**src/rtl/macPkg.sv**
```systemverilog
package macPkg;
  parameter int OP_W    = 16;
  parameter int ACC_W   = 40;
  parameter int SHIFT_W = 8;
  parameter int CNT_W   = 13;
  parameter int FLAG_W  = 6;

  localparam int FL_E  = 0;
  localparam int FL_Z  = 1;
  localparam int FL_N  = 2;
  localparam int FL_V  = 3;
  localparam int FL_SL = 4;
  localparam int FL_SV = 5;
  localparam int MASK_LSB = 8;

  typedef enum logic [2:0] {
    OP_NOP  = 3'd0,
    OP_CLR  = 3'd1,
    OP_MUL  = 3'd2,
    OP_MAC  = 3'd3,
    OP_SHL  = 3'd4,
    OP_SHR  = 3'd5,
    OP_RES6 = 3'd6,
    OP_RES7 = 3'd7
  } macOp_e;

  typedef struct packed {
    logic   exec;
    logic   load;
    macOp_e op;
  } macStrobe_t;
endpackage

```
**src/rtl/macDatapath.sv**
```systemverilog
module macDatapath
  import macPkg::*;
#(
  parameter int OPW  = OP_W,
  parameter int ACCW = ACC_W,
  parameter int SHW  = SHIFT_W,
  parameter int FLW  = FLAG_W
) (
  input  logic            clk,
  input  logic            rstN,
  input  macStrobe_t      strb,
  input  logic [OPW-1:0]  opA,
  input  logic [OPW-1:0]  opB,
  input  logic            satEn,
  input  logic            stWr,
  input  logic [FLW-1:0]  stWData,
  output logic [ACCW-1:0] acc,
  output logic [FLW-1:0]  status
);
  localparam int HI_W  = 2 * OPW;
  localparam int EXT_W = ACCW - HI_W;
  localparam logic [ACCW-1:0] SAT_POS = {{(EXT_W + 1){1'b0}}, {(HI_W - 1){1'b1}}};
  localparam logic [ACCW-1:0] SAT_NEG = ~SAT_POS;

  logic [OPW-1:0] aReg, bReg, curA, curB;
  logic signed [HI_W-1:0] prod;
  logic [ACCW-1:0] prodX, rawRes, res;
  logic [ACCW:0]   sum;
  logic            ovf, trueNeg, satHit, isArith;

  function automatic logic fitsHi(input logic [ACCW-1:0] v);
    return (&v[ACCW-1:HI_W-1]) | ~(|v[ACCW-1:HI_W-1]);
  endfunction

  assign curA  = strb.load ? opA : aReg;
  assign curB  = strb.load ? opB : bReg;
  assign prod  = $signed(curA) * $signed(curB);
  assign prodX = {{EXT_W{prod[HI_W-1]}}, prod};
  assign sum   = {acc[ACCW-1], acc} + {prodX[ACCW-1], prodX};

  always_comb begin
    rawRes  = acc;
    ovf     = 1'b0;
    isArith = 1'b1;
    case (strb.op)
      OP_CLR:  rawRes = '0;
      OP_MUL:  rawRes = prodX;
      OP_MAC: begin
        rawRes = sum[ACCW-1:0];
        ovf    = sum[ACCW] ^ sum[ACCW-1];
      end
      OP_SHL: begin
        rawRes = acc << SHW;
        ovf    = ~((&acc[ACCW-1:ACCW-1-SHW]) | ~(|acc[ACCW-1:ACCW-1-SHW]));
      end
      OP_SHR:  rawRes = $signed(acc) >>> SHW;
      default: isArith = 1'b0;
    endcase
    case (strb.op)
      OP_MAC:  trueNeg = sum[ACCW];
      OP_SHL:  trueNeg = acc[ACCW-1];
      default: trueNeg = rawRes[ACCW-1];
    endcase
    satHit = satEn & (ovf | ~fitsHi(rawRes));
    res    = satHit ? (trueNeg ? SAT_NEG : SAT_POS) : rawRes;
  end

  always_ff @(posedge clk) begin
    if (!rstN) begin
      acc    <= '0;
      status <= '0;
      aReg   <= '0;
      bReg   <= '0;
    end else begin
      if (strb.load) begin
        aReg <= opA;
        bReg <= opB;
      end
      if (stWr) begin
        status <= stWData;
      end else if (strb.exec && isArith) begin
        acc          <= res;
        status[FL_E] <= ~fitsHi(res);
        status[FL_Z] <= (res == '0);
        status[FL_N] <= res[ACCW-1];
        status[FL_V] <= ovf;
        status[FL_SL] <= status[FL_SL] | satHit;
        status[FL_SV] <= status[FL_SV] | ovf;
      end
    end
  end
endmodule

```
**src/rtl/macCtrl.sv**
```systemverilog
module macCtrl
  import macPkg::*;
#(
  parameter int OPW = OP_W,
  parameter int CW  = CNT_W,
  parameter int FLW = FLAG_W
) (
  input  logic           clk,
  input  logic           rstN,
  input  logic           opValid,
  input  logic [2:0]     opCode,
  input  logic           regWr,
  input  logic [1:0]     regAddr,
  input  logic [OPW-1:0] regWData,
  input  logic [FLW-1:0] status,
  output macStrobe_t     strb,
  output logic           satEn,
  output logic           stWr,
  output logic [OPW-1:0] ctlWord,
  output logic [CW-1:0]  repWord,
  output logic           busy,
  output logic           irq
);
  localparam logic [OPW-1:0] CTL_MASK = OPW'({{FLW{1'b1}}, {(MASK_LSB - 1){1'b0}}, 1'b1});

  logic   running, accept, regOk;
  macOp_e opReg;

  assign accept = opValid & ~running;
  assign regOk  = regWr & ~running & ~opValid;
  assign irq    = |(ctlWord[MASK_LSB +: FLW] & status);
  assign satEn  = ctlWord[0];
  assign busy   = running;
  assign stWr   = regOk & (regAddr == 2'd0);

  assign strb.load = accept;
  assign strb.exec = accept | (running & ~irq);
  assign strb.op   = accept ? macOp_e'(opCode) : opReg;

  always_ff @(posedge clk) begin
    if (!rstN) begin
      running <= 1'b0;
      repWord <= '0;
      ctlWord <= '0;
      opReg   <= OP_NOP;
    end else if (accept) begin
      opReg   <= macOp_e'(opCode);
      repWord <= (repWord != '0) ? repWord - 1'b1 : '0;
      running <= (repWord > CW'(1));
    end else if (running) begin
      if (irq) begin
        running <= 1'b0;
      end else begin
        repWord <= repWord - 1'b1;
        running <= (repWord != CW'(1));
      end
    end else if (regOk) begin
      if (regAddr == 2'd1) ctlWord <= regWData & CTL_MASK;
      if (regAddr == 2'd2) repWord <= regWData[CW-1:0];
    end
  end
endmodule

```
**src/rtl/macAcc.sv**
```systemverilog
module macAcc
  import macPkg::*;
#(
  parameter int OPW  = OP_W,
  parameter int ACCW = ACC_W,
  parameter int CW   = CNT_W
) (
  input  logic           clk,
  input  logic           rstN,
  input  logic           opValid,
  input  logic [2:0]     opCode,
  input  logic [OPW-1:0] opA,
  input  logic [OPW-1:0] opB,
  input  logic           regWr,
  input  logic [1:0]     regAddr,
  input  logic [OPW-1:0] regWData,
  output logic [OPW-1:0] regRData,
  output logic [OPW-1:0] storeOut,
  output logic           busy,
  output logic           irq
);
  localparam int FLW = FLAG_W;

  macStrobe_t      strb;
  logic            satEn, stWr;
  logic [OPW-1:0]  ctlWord;
  logic [CW-1:0]   repWord;
  logic [ACCW-1:0] acc;
  logic [FLW-1:0]  status;

  macCtrl #(.OPW(OPW), .CW(CW), .FLW(FLW)) u_ctrl (
    .clk(clk), .rstN(rstN), .opValid(opValid), .opCode(opCode),
    .regWr(regWr), .regAddr(regAddr), .regWData(regWData), .status(status),
    .strb(strb), .satEn(satEn), .stWr(stWr), .ctlWord(ctlWord),
    .repWord(repWord), .busy(busy), .irq(irq)
  );

  macDatapath #(.OPW(OPW), .ACCW(ACCW), .SHW(SHIFT_W), .FLW(FLW)) u_dp (
    .clk(clk), .rstN(rstN), .strb(strb), .opA(opA), .opB(opB),
    .satEn(satEn), .stWr(stWr), .stWData(regWData[FLW-1:0]),
    .acc(acc), .status(status)
  );

  always_comb begin
    case (regAddr)
      2'd0:    regRData = OPW'(status);
      2'd1:    regRData = ctlWord;
      2'd2:    regRData = OPW'(repWord);
      default: regRData = acc[OPW-1:0];
    endcase
    if (status[FL_E]) storeOut = status[FL_N] ? {1'b1, {(OPW-1){1'b0}}} : {1'b0, {(OPW-1){1'b1}}};
    else              storeOut = acc[2*OPW-1:OPW];
  end
endmodule

```
**config.mk**
```make
export PLATFORM = sky130hd
export DESIGN_NAME = macAcc
export DESIGN_NICKNAME = d
export VERILOG_FILES = /design/src/rtl/macPkg.sv /design/src/rtl/macDatapath.sv /design/src/rtl/macCtrl.sv /design/src/rtl/macAcc.sv
export SDC_FILE = /design/constraint.sdc
export NUM_CORES = 1
export LEC_CHECK = 0
export ABC_AREA = 1
export ABC_CLOCK_PERIOD_IN_PS = 24700
export BUFFER_PORTS_ARGS = -buffer_cell sky130_fd_sc_hd__buf_2
export CAP_MARGIN = 5
export CORE_MARGIN = 4
export CORE_UTILIZATION = 60
export CTS_BUF_LIST = sky130_fd_sc_hd__clkbuf_2
export DETAILED_ROUTE_END_ITERATION = 12
export MAX_ROUTING_LAYER = met4
export PLACE_DENSITY_LB_ADDON = 0.1
export SETUP_SLACK_MARGIN = 0.15
export SYNTH_ARGS = -nofsm -noshare
export SYNTH_HDL_FRONTEND = slang
export SYNTH_HIERARCHICAL = 1
export SYNTH_SLANG_ARGS = --single-unit
```
**constraint.sdc**
```tcl
create_clock -name clk -period 24.7 [get_ports clk]
set_clock_uncertainty 0.15 [all_clocks]
set_input_delay 6.175 -clock clk [delete_from_list [all_inputs] [get_ports clk]]
set_output_delay 6.175 -clock clk [all_outputs]
set_load 0.01 [all_outputs]
```
==> impl_results.md, run 1 <==
- Data required time at the worst endpoint: between 20 and 30 ns
- Max-slew violation total from the final report: 0
- I/O pins: 91
- H-tree lvl count: 3
- Launch point of the worst hold path: u_dp/status[4]
- Syn Std Cell Area: 19810 um^2
- Register-to-Register Path Depth: 49
- Area share of the leading cell type in the synthesized netlist: 26.58%
- Number of optimization iterations in the first detailed-route pass: 6
- Commonest non-fill, non-tap cells in the layout: 759 x sky130_fd_sc_hd__nand2_1, 620 x sky130_fd_sc_hd__inv_1, 344 x sky130_fd_sc_hd__nor2_1
- Crit path kind: in2reg
- Number of buffers added for setup after CTS: 0
- Hold path depth: 2
- Non-Filler Cell Area, Final: a little over 20000 um^2
- Maximum frequency from static timing analysis: 60.18 MHz
- Filler cell count: around 3200
- Total CTS buffers: 9
- Row count: 66
- TritonCTS clock tree: done
- Total global routing overflow: 0
- Core area: 32540 um^2
- Fraction of layout cells with a size suffix above 1: 6.730%
- Die Y-Extent: 189.7 um
- Main combinational cell family by area after synthesis: adder cells
- Global-route wire length before repair: 98750 um
- Port buffer count: 88
- RSZ-0062 raised after global routing: no
- Synthesized-area fraction occupied by ao, oa, aoi and oai cells: between 10% and 20%
- Clock root buffer: sky130_fd_sc_hd__clkbuf_2
- Final critical delay including setup and external delays: 16.62 ns
- Cell Count Post-Placement: 3459
- Starting Density: 60.88%
- Capture instance of the worst register-to-register path: u_dp/status[1]
- Portion of netlist area occupied by mux cells: less than 1%
- Horiz. Die Dim: about 190 um
- DPL Wire Length: 51140 um
- Antenna violations before repair: 1
- Hold endpoint: u_dp/status[4]
- Final Non-Filler Cells: 3474
- # clock sinks: 102
- Library cell occupying the most area in the post-synthesis netlist: sky130_fd_sc_hd__fa_1
- Deepest clock path buffer count: 2
- Final worst slack: a little over 8 ns
- Final number of hold-violating endpoints: 0
- Insertion delay to the later sink of the worst-skew pair: roughly 0.8 ns
- Hold WC Path Type: reg2reg
- Most instantiated flip-flop cell in the synthesis netlist: sky130_fd_sc_hd__dfxtp_1
- Post-detailed-route DRC marker count: 0
- Final-report setup violation count: 0
- Cell variety after synth: 56
- Register clock-pin slew on the reported worst setup and hold paths: 0.30 ns
- Number of flops mapped to enable cells by yosys: 0
- Kind of start point of the critical path: input port
- CP Capture Type: register
- Longest individual stage delay on the worst path: ~0.65 ns
- Most common cell type on the critical path: sky130_fd_sc_hd__nand2_1
- Dpl cell area: 20650 um^2
- Final WL: 61700 um
- Setup slack of the most critical reg-to-reg path: 13.23 ns
- Routed Antenna Nets: 0
- Area contributors post-synth: sky130_fd_sc_hd__fa_1 27%, sky130_fd_sc_hd__nand2_1 14%, sky130_fd_sc_hd__inv_1 12%
- Vias in the first global route: 19250
- Post-Place Worst Slack: between 7 and 8 ns
- Post-Synth Simple-Gate Area: 27.84%
- FF+latch count, synth: 102
- Largest net degree at the start of global routing: 68
- Fraction of the cycle the final worst path needs: 67.27%
- Number of vias per cell: 5.590
- Final RePlAce weighted congestion: approximately 1.0
- Proportion of synthesized chip area in sequential cells: 10.31%
- Gate Count Post-Synth: 2977
- Number of nets in the layout: approximately 3500
- Async SR Flop Fraction: 0%
- Critical-path top delay cell: sky130_fd_sc_hd__a21oi_1
- WL/cell: 17.76 um
- GRT Resource Usage Total: 35.57%
- Number of vias after detailed routing: approximately 20000
- Start of the worst register-to-register path: u_ctrl/busy
- Layout overhead on the synthesized area: 4.668%
- Outcome: complete, no violations
- Slew headroom: 24.10%
- Largest driver fanout on the critical path: 67
- Data arrival, critical path: 17.15 ns
- Cts hold-fix bufs: 0
- Synthesized-area fraction occupied by xor and xnor cells: 1.547%
- Transition time at the pin with the least slew margin: 1.139 ns
- Resized cells post-CTS: 0
- YS warnings: 6
- Maxcap violations: 0
- DIE AREA: 35990 um^2
- Most common cell after layout, fill and taps aside: sky130_fd_sc_hd__nand2_1
- Adder and majority cell fraction of the synthesized area: 34.66%
- Sum of negative setup slack: 0 ns
- Initial DRC count: 1629
- Timing startpoint of the critical path: opValid
- Mean post-synth cell area: around 6.7 um^2
[worst max-delay path by stage]
stage,endpoint,slack (ns),cells past startpoint
6_report,u_dp/status[1],8.08,51
3_3_place_gp,u_dp/status[1],7.74,49
2_1_floorplan,u_dp/status[0],9.46,47
3_5_place_dp,u_dp/status[1],7.61,49
4_1_cts,u_dp/status[1],8.41,49
5_1_grt,u_dp/status[1],7.58,51
[state kept, by name, summed over array words and instances, names as in the netlist]
| signal | flops |
|---|---|
| u_dp/acc | 40 |
| u_dp/aReg | 16 |
| u_dp/bReg | 16 |
| u_ctrl/repWord | 13 |
| u_ctrl/ctlWord | 7 |
| u_dp/status | 6 |
| u_ctrl/opReg | 3 |
| u_ctrl/busy | 1 |
[area by class of cell]
class                           count  area [um^2]  share of cell area, %
Multi-Input combinational cell   2156        14950                  72.13
Inverter                          634         2380                  11.48
Sequential cell                   102         2042                  9.849
Timing Repair Buffer              125        718.2                  3.464
Tap cell                          442        553.0                  2.667
Clock buffer                       10        50.05                 0.2414
Clock inverter                      4        33.78                 0.1629
Antenna cell                        1        2.502                0.01207
[cells in the mapped netlist (4+ instances only)]
cell type / n
sky130_fd_sc_hd__clkinv_1: 9
sky130_fd_sc_hd__buf_6: 7
sky130_fd_sc_hd__clkbuf_1: 58
sky130_fd_sc_hd__nand2_2: 12
sky130_fd_sc_hd__a31oi_1: 6
sky130_fd_sc_hd__o22ai_1: 9
sky130_fd_sc_hd__inv_2: 5
sky130_fd_sc_hd__fa_1: 263
sky130_fd_sc_hd__nor2_1: 348
sky130_fd_sc_hd__dfxtp_1: 102
sky130_fd_sc_hd__xnor2_1: 10
sky130_fd_sc_hd__nor3_1: 10
sky130_fd_sc_hd__and2_1: 4
sky130_fd_sc_hd__nor2_2: 9
sky130_fd_sc_hd__or2_2: 12
sky130_fd_sc_hd__a21o_1: 9
sky130_fd_sc_hd__nand4_1: 34
sky130_fd_sc_hd__ha_1: 128
sky130_fd_sc_hd__a21oi_2: 4
sky130_fd_sc_hd__o21bai_1: 5
sky130_fd_sc_hd__o211ai_1: 16
sky130_fd_sc_hd__nand3b_1: 4
sky130_fd_sc_hd__a32oi_1: 4
sky130_fd_sc_hd__o21ai_1: 24
sky130_fd_sc_hd__a211oi_1: 13
sky130_fd_sc_hd__nand3_2: 6
sky130_fd_sc_hd__a221oi_1: 16
sky130_fd_sc_hd__o21ai_0: 123
sky130_fd_sc_hd__xor2_1: 25
sky130_fd_sc_hd__o2111ai_1: 6
sky130_fd_sc_hd__nand2_1: 759
sky130_fd_sc_hd__nand3_1: 124
sky130_fd_sc_hd__buf_4: 17
sky130_fd_sc_hd__nor3_2: 4
sky130_fd_sc_hd__buf_2: 6
sky130_fd_sc_hd__a21oi_1: 135
sky130_fd_sc_hd__inv_1: 620
[metrics by stage]
stage	util [%]	hold WS, ns
3_3_place_gp	63.46	0.3538
5_1_grt	63.72	0.4245
3_5_place_dp	63.46	0.3620
2_1_floorplan	-	0.3212
6_report	63.72	0.3957
4_1_cts	63.72	0.3915
[logic make-up (layout without fill, tap and decap cells)]
family,after synthesis,after routing
compound gates,383,383
mux,2,2
simple gates,1336,1336
fa+ha+maj,391,391
flops,102,102
xor+xnor,35,35
buf+inv,727,773
other cells,1,10
[per-layer routing]
metal  up-vias  global-route usage (%)  share of wire [%]
met2       864                   57.65                 47
met1      9113                   44.22                 40
met4         0                   17.78                6.2
met3       235                   4.569                7.4
li1       9206                       -                  -
met5         -                       -                  0
[worst max-delay path: cells and delay by family]
| family | cells | cell delay (ns) |
|---|---|---|
| simple gates | 25 | 3.40 |
| buf+inv | 9 | 1.54 |
| fa+ha+maj | 8 | 3.71 |
| compound gates | 9 | 2.25 |
Power of run 1 is not shown: default switching activity piles up to over one toggle a cycle in this logic, so the estimate is an artifact.
==> inputs of run 2 (changes only) <==
--- a/config.mk
+++ b/config.mk
@@ -5,8 +5,8 @@
 export SDC_FILE = /design/constraint.sdc
 export NUM_CORES = 1
 export LEC_CHECK = 0
-export ABC_AREA = 1
-export ABC_CLOCK_PERIOD_IN_PS = 24700
+export ABC_AREA = 0
+export ABC_CLOCK_PERIOD_IN_PS = 15360
 export BUFFER_PORTS_ARGS = -buffer_cell sky130_fd_sc_hd__buf_2
 export CAP_MARGIN = 5
 export CORE_MARGIN = 4
==> constraint.sdc (replaced) <==
create_clock -name clk -period 15.36 [get_ports clk]
set_clock_uncertainty 0.15 [all_clocks]
set_input_delay 3.84 -clock clk [delete_from_list [all_inputs] [get_ports clk]]
set_output_delay 3.84 -clock clk [all_outputs]
set_load 0.01 [all_outputs]
==> run 2 against run 1 <==
Via count shrank 12%. Non-clock buffer count grew 30. Sequential share of layout area grew 0.25 points. First-iteration DRC count grew 0.80%. Final cell count shrank 21%. Critical path type unchanged.
==> impl_results.md, run 2 <==
- Max-slew violation total from the final report: 0 (unchanged)
- Data arrival, critical path: 15.03 ns (-2.12 ns)
- Outcome: complete, no violations
- Proportion of synthesized chip area in sequential cells: 10.74% (+0.43 points)
- Final WL: 58110 um (-5.8%)
- Main combinational cell family by area after synthesis: adder cells
- Filler cell count: 2680 (-16%)
- Post-Route M1 WL: 23560 um (-3.4%)
- Top Registers: u_dp/acc (40), u_dp/aReg (16), u_dp/bReg (16)
- Slew headroom: 40.20% (+16 points)
- # clock sinks: 102 (unchanged)
- Layout overhead on the synthesized area: 6.315%
- Routed Antenna Nets: 0 (unchanged)
- Register-to-Register Path Depth: 40 (-18%)
- Antenna violations before repair: 1 (unchanged)
- WL/cell: 21.05 um (+19%)
- Most common cell type on the critical path: sky130_fd_sc_hd__fa_1
- Largest net degree at the start of global routing: 72 (+5.9%)
- Library cell occupying the most area in the post-synthesis netlist: sky130_fd_sc_hd__fa_1
- Register with the most flip-flops: u_dp/acc
- YS warnings: 6 (unchanged)
- Port buffer count: 88 (unchanged)
- Row count: 64 (-3.0%)
- Adder and majority cell fraction of the synthesized area: 36.10% (+1.4 points)
- CP Capture Type: register
- Final-report setup violation count: 0 (unchanged)
- Cts hold-fix bufs: 0 (unchanged)
- Syn Std Cell Area: 19020 um^2 (-4.0%)
- Starting Density: 61.54% (+0.65 points)
- FF+latch area: 2042 um^2 (unchanged)
- Fraction of layout cells with a size suffix above 1: 11.65% (+4.9 points)
- Horiz. Die Dim: 186.1 um (-1.9%)
- Commonest non-fill, non-tap cells in the layout: 330 x sky130_fd_sc_hd__inv_1, 263 x sky130_fd_sc_hd__fa_1, 248 x sky130_fd_sc_hd__nand2_1
- Cell variety after synth: 100 (+79%)
- Commonest cells post-synth: 330 x sky130_fd_sc_hd__inv_1, 263 x sky130_fd_sc_hd__fa_1, 248 x sky130_fd_sc_hd__nand2_1
- Synthesized-area fraction occupied by xor and xnor cells: 3.039% (+1.5 points)
- Gate Count Post-Synth: 2289 (-23%)
- Mean post-synth cell area: 8.310 um^2 (+25%)
- Portion of netlist area occupied by mux cells: 5.861% (+5.8 points)
- Vias in the first global route: 17360 (-9.8%)
- Capture instance of the worst register-to-register path: u_dp/acc[33]
- Initial DRC count: 1642 (+0.80%)
- RSZ-0062 raised after global routing: no
- Total CTS buffers: 9 (unchanged)
- H-tree lvl count: 3 (unchanged)
- Start of the worst register-to-register path: u_ctrl/busy
- GRT Resource Usage Total: 35.43% (-0.14 points)
- Hold path depth: 2 (unchanged)
- Maxcap violations: 0 (unchanged)
- DIE AREA: 34610 um^2 (-3.8%)
- Number of vias after detailed routing: 17150 (-12%)
- Sum of negative setup slack: 0 ns (unchanged)
- Hold WC Path Type: reg2reg
- Global-route wire length before repair: 93230 um (-5.6%)
- Crit path kind: in2reg
- Setup slack of the most critical reg-to-reg path: 3.64 ns (-9.59 ns)
- Largest driver fanout on the critical path: 38 (-43%)
- Resized cells post-CTS: 0 (unchanged)
- Transition time at the pin with the least slew margin: 0.8951 ns (-0.2434 ns)
- Kind of start point of the critical path: input port
- Register clock-pin slew on the reported worst setup and hold paths: 0.33 ns (+0.03 ns)
- Maximum frequency from static timing analysis: 68.89 MHz
- Number of nets in the layout: 2804 (-19%)
- Timing startpoint of the critical path: opValid
- Critical-path top delay cell: sky130_fd_sc_hd__a2111oi_0
- Final critical delay including setup and external delays: 14.52 ns
- Most frequent cell after synthesis: sky130_fd_sc_hd__inv_1
- DR WL met2: 27510 um (-4.9%)
- Core area: 30910 um^2 (-5.0%)
- Fraction of the cycle the final worst path needs: between 90% and 100%
- FF+latch count, synth: 102 (unchanged)
- Deepest clock path buffer count: 2 (unchanged)
- Clock root buffer: sky130_fd_sc_hd__clkbuf_2
- Most instantiated flip-flop cell in the synthesis netlist: sky130_fd_sc_hd__dfxtp_1
- Hold endpoint: u_ctrl/repWord[12]
- Area used by multi-input combinational logic: 15280 um^2 (+2.2%)
- I/O pins: 91 (unchanged)
- Most common cell after layout, fill and taps aside: sky130_fd_sc_hd__inv_1
- Longest individual stage delay on the worst path: 0.70 ns (+0.05 ns)
- Number of vias per cell: 6.212 (+11%)
- Met3 Routed Length: 4311 um (-5.8%)
- DPL Wire Length: 47240 um (-7.6%)
- Area contributors post-synth: sky130_fd_sc_hd__fa_1 28%, sky130_fd_sc_hd__dfxtp_1 11%, sky130_fd_sc_hd__ha_1 8.4%
- Final RePlAce weighted congestion: 1.005 (+0.35%)
- Top sig layer: met4
- Final number of hold-violating endpoints: 0 (unchanged)
- Data required time at the worst endpoint: 15.87 ns (-9.36 ns)
- Async SR Flop Fraction: 0% (unchanged)
- Number of flops mapped to enable cells by yosys: 0 (unchanged)
- Total global routing overflow: 0 (unchanged)
- Number of optimization iterations in the first detailed-route pass: 6 (unchanged)
- Number of flip-flops in the largest register: 40 (unchanged)
- Number of buffers added for setup after CTS: 0 (unchanged)
- Post-Synth Simple-Gate Area: 16.68% (-11 points)
- Area share of the leading cell type in the synthesized netlist: 27.68% (+1.1 points)
- Synthesized-area fraction occupied by ao, oa, aoi and oai cells: 18.38% (+7.3 points)
- Die Y-Extent: 186.1 um (-1.9%)
- Launch point of the worst hold path: u_ctrl/repWord[12]
- Post-detailed-route DRC marker count: 0 (unchanged)
- TritonCTS clock tree: done
- Insertion delay to the later sink of the worst-skew pair: 0.71 ns (-0.09 ns)
==> run 2: cell count changes in the layout (fill, tap and decap cells not counted), moves of 25 or more <==
cell / before / now
sky130_fd_sc_hd__inv_1: 620 / 330
sky130_fd_sc_hd__nor2_1: 344 / 228
sky130_fd_sc_hd__nand2_1: 759 / 248
sky130_fd_sc_hd__xnor2_1: 10 / 49
sky130_fd_sc_hd__mux2i_1: 2 / 51
sky130_fd_sc_hd__mux2_2: 0 / 29
sky130_fd_sc_hd__and2_1: 4 / 34
sky130_fd_sc_hd__nand3_1: 124 / 24
sky130_fd_sc_hd__nand2b_1: 0 / 27
sky130_fd_sc_hd__buf_4: 37 / 63
sky130_fd_sc_hd__nor2b_1: 0 / 25
==> run 2: cells by family after synthesis <==
| kind of cell | count (synthesis) |
|---|---|
| AND/OR/NAND/NOR | 692 |
| AO/OA/AOI/OAI | 505 |
| buffers and inverters | 437 |
| adder cells (fa/ha/maj) | 391 |
| flip-flops | 102 |
| multiplexers | 95 |
| XOR/XNOR | 66 |
| other | 1 |
==> run 2: worst max path at each step <==
stage	cells past startpoint	endpoint
6_report	41	u_dp/acc[33]
5_1_grt	41	u_dp/acc[0]
4_1_cts	41	u_dp/acc[37]
3_5_place_dp	41	u_dp/acc[30]
3_3_place_gp	41	u_dp/acc[39]
2_1_floorplan	46	u_dp/acc[15]
==> run 2: metal layers <==
metal,up-vias,GRT usage (%)
li1,7811,-
met1,8318,45.07
met2,840,58.07
met4,0,13.93
met3,181,4.378
met5,-,-
==> run 2: final cells by class <==
class                   count  area share (%)
multi-input cells        1758           75.55
clock inverters             7          0.5940
inverters                 330           6.125
diodes                      4         0.04950
repair buffers            155           4.913
clock buffers               9          0.2227
well taps                 396           2.450
flip-flops and latches    102           10.10
==> run 2: metrics by stage <==
step | cells | instance area (um^2) | hold slack [ns] | utilization (%) | worst slack, ns
6_report | 2761 | 20220 | 0.3662 | 65.42 | 0.8447
5_1_grt | 2761 | 20220 | 0.3970 | 65.42 | 0.2417
4_1_cts | 2757 | 20210 | 0.3689 | 65.39 | 1.124
3_5_place_dp | 2741 | 20050 | 0.3386 | 64.86 | 0.4703
3_3_place_gp | 2741 | 20050 | 0.3390 | 64.86 | 0.5390
2_1_floorplan | 2297 | 19050 | 0.2981 | - | 0.5402
==> run 2: worst max-delay path, delay by kind of cell <==
kind            cells  cell delay (ns)
compound gates     18             4.30
fa+ha+maj           8             3.30
simple gates        6             1.51
buf+inv             7             1.06
mux                 1             0.67
xor+xnor            1             0.29
Power of run 2 is left out for the same reason.
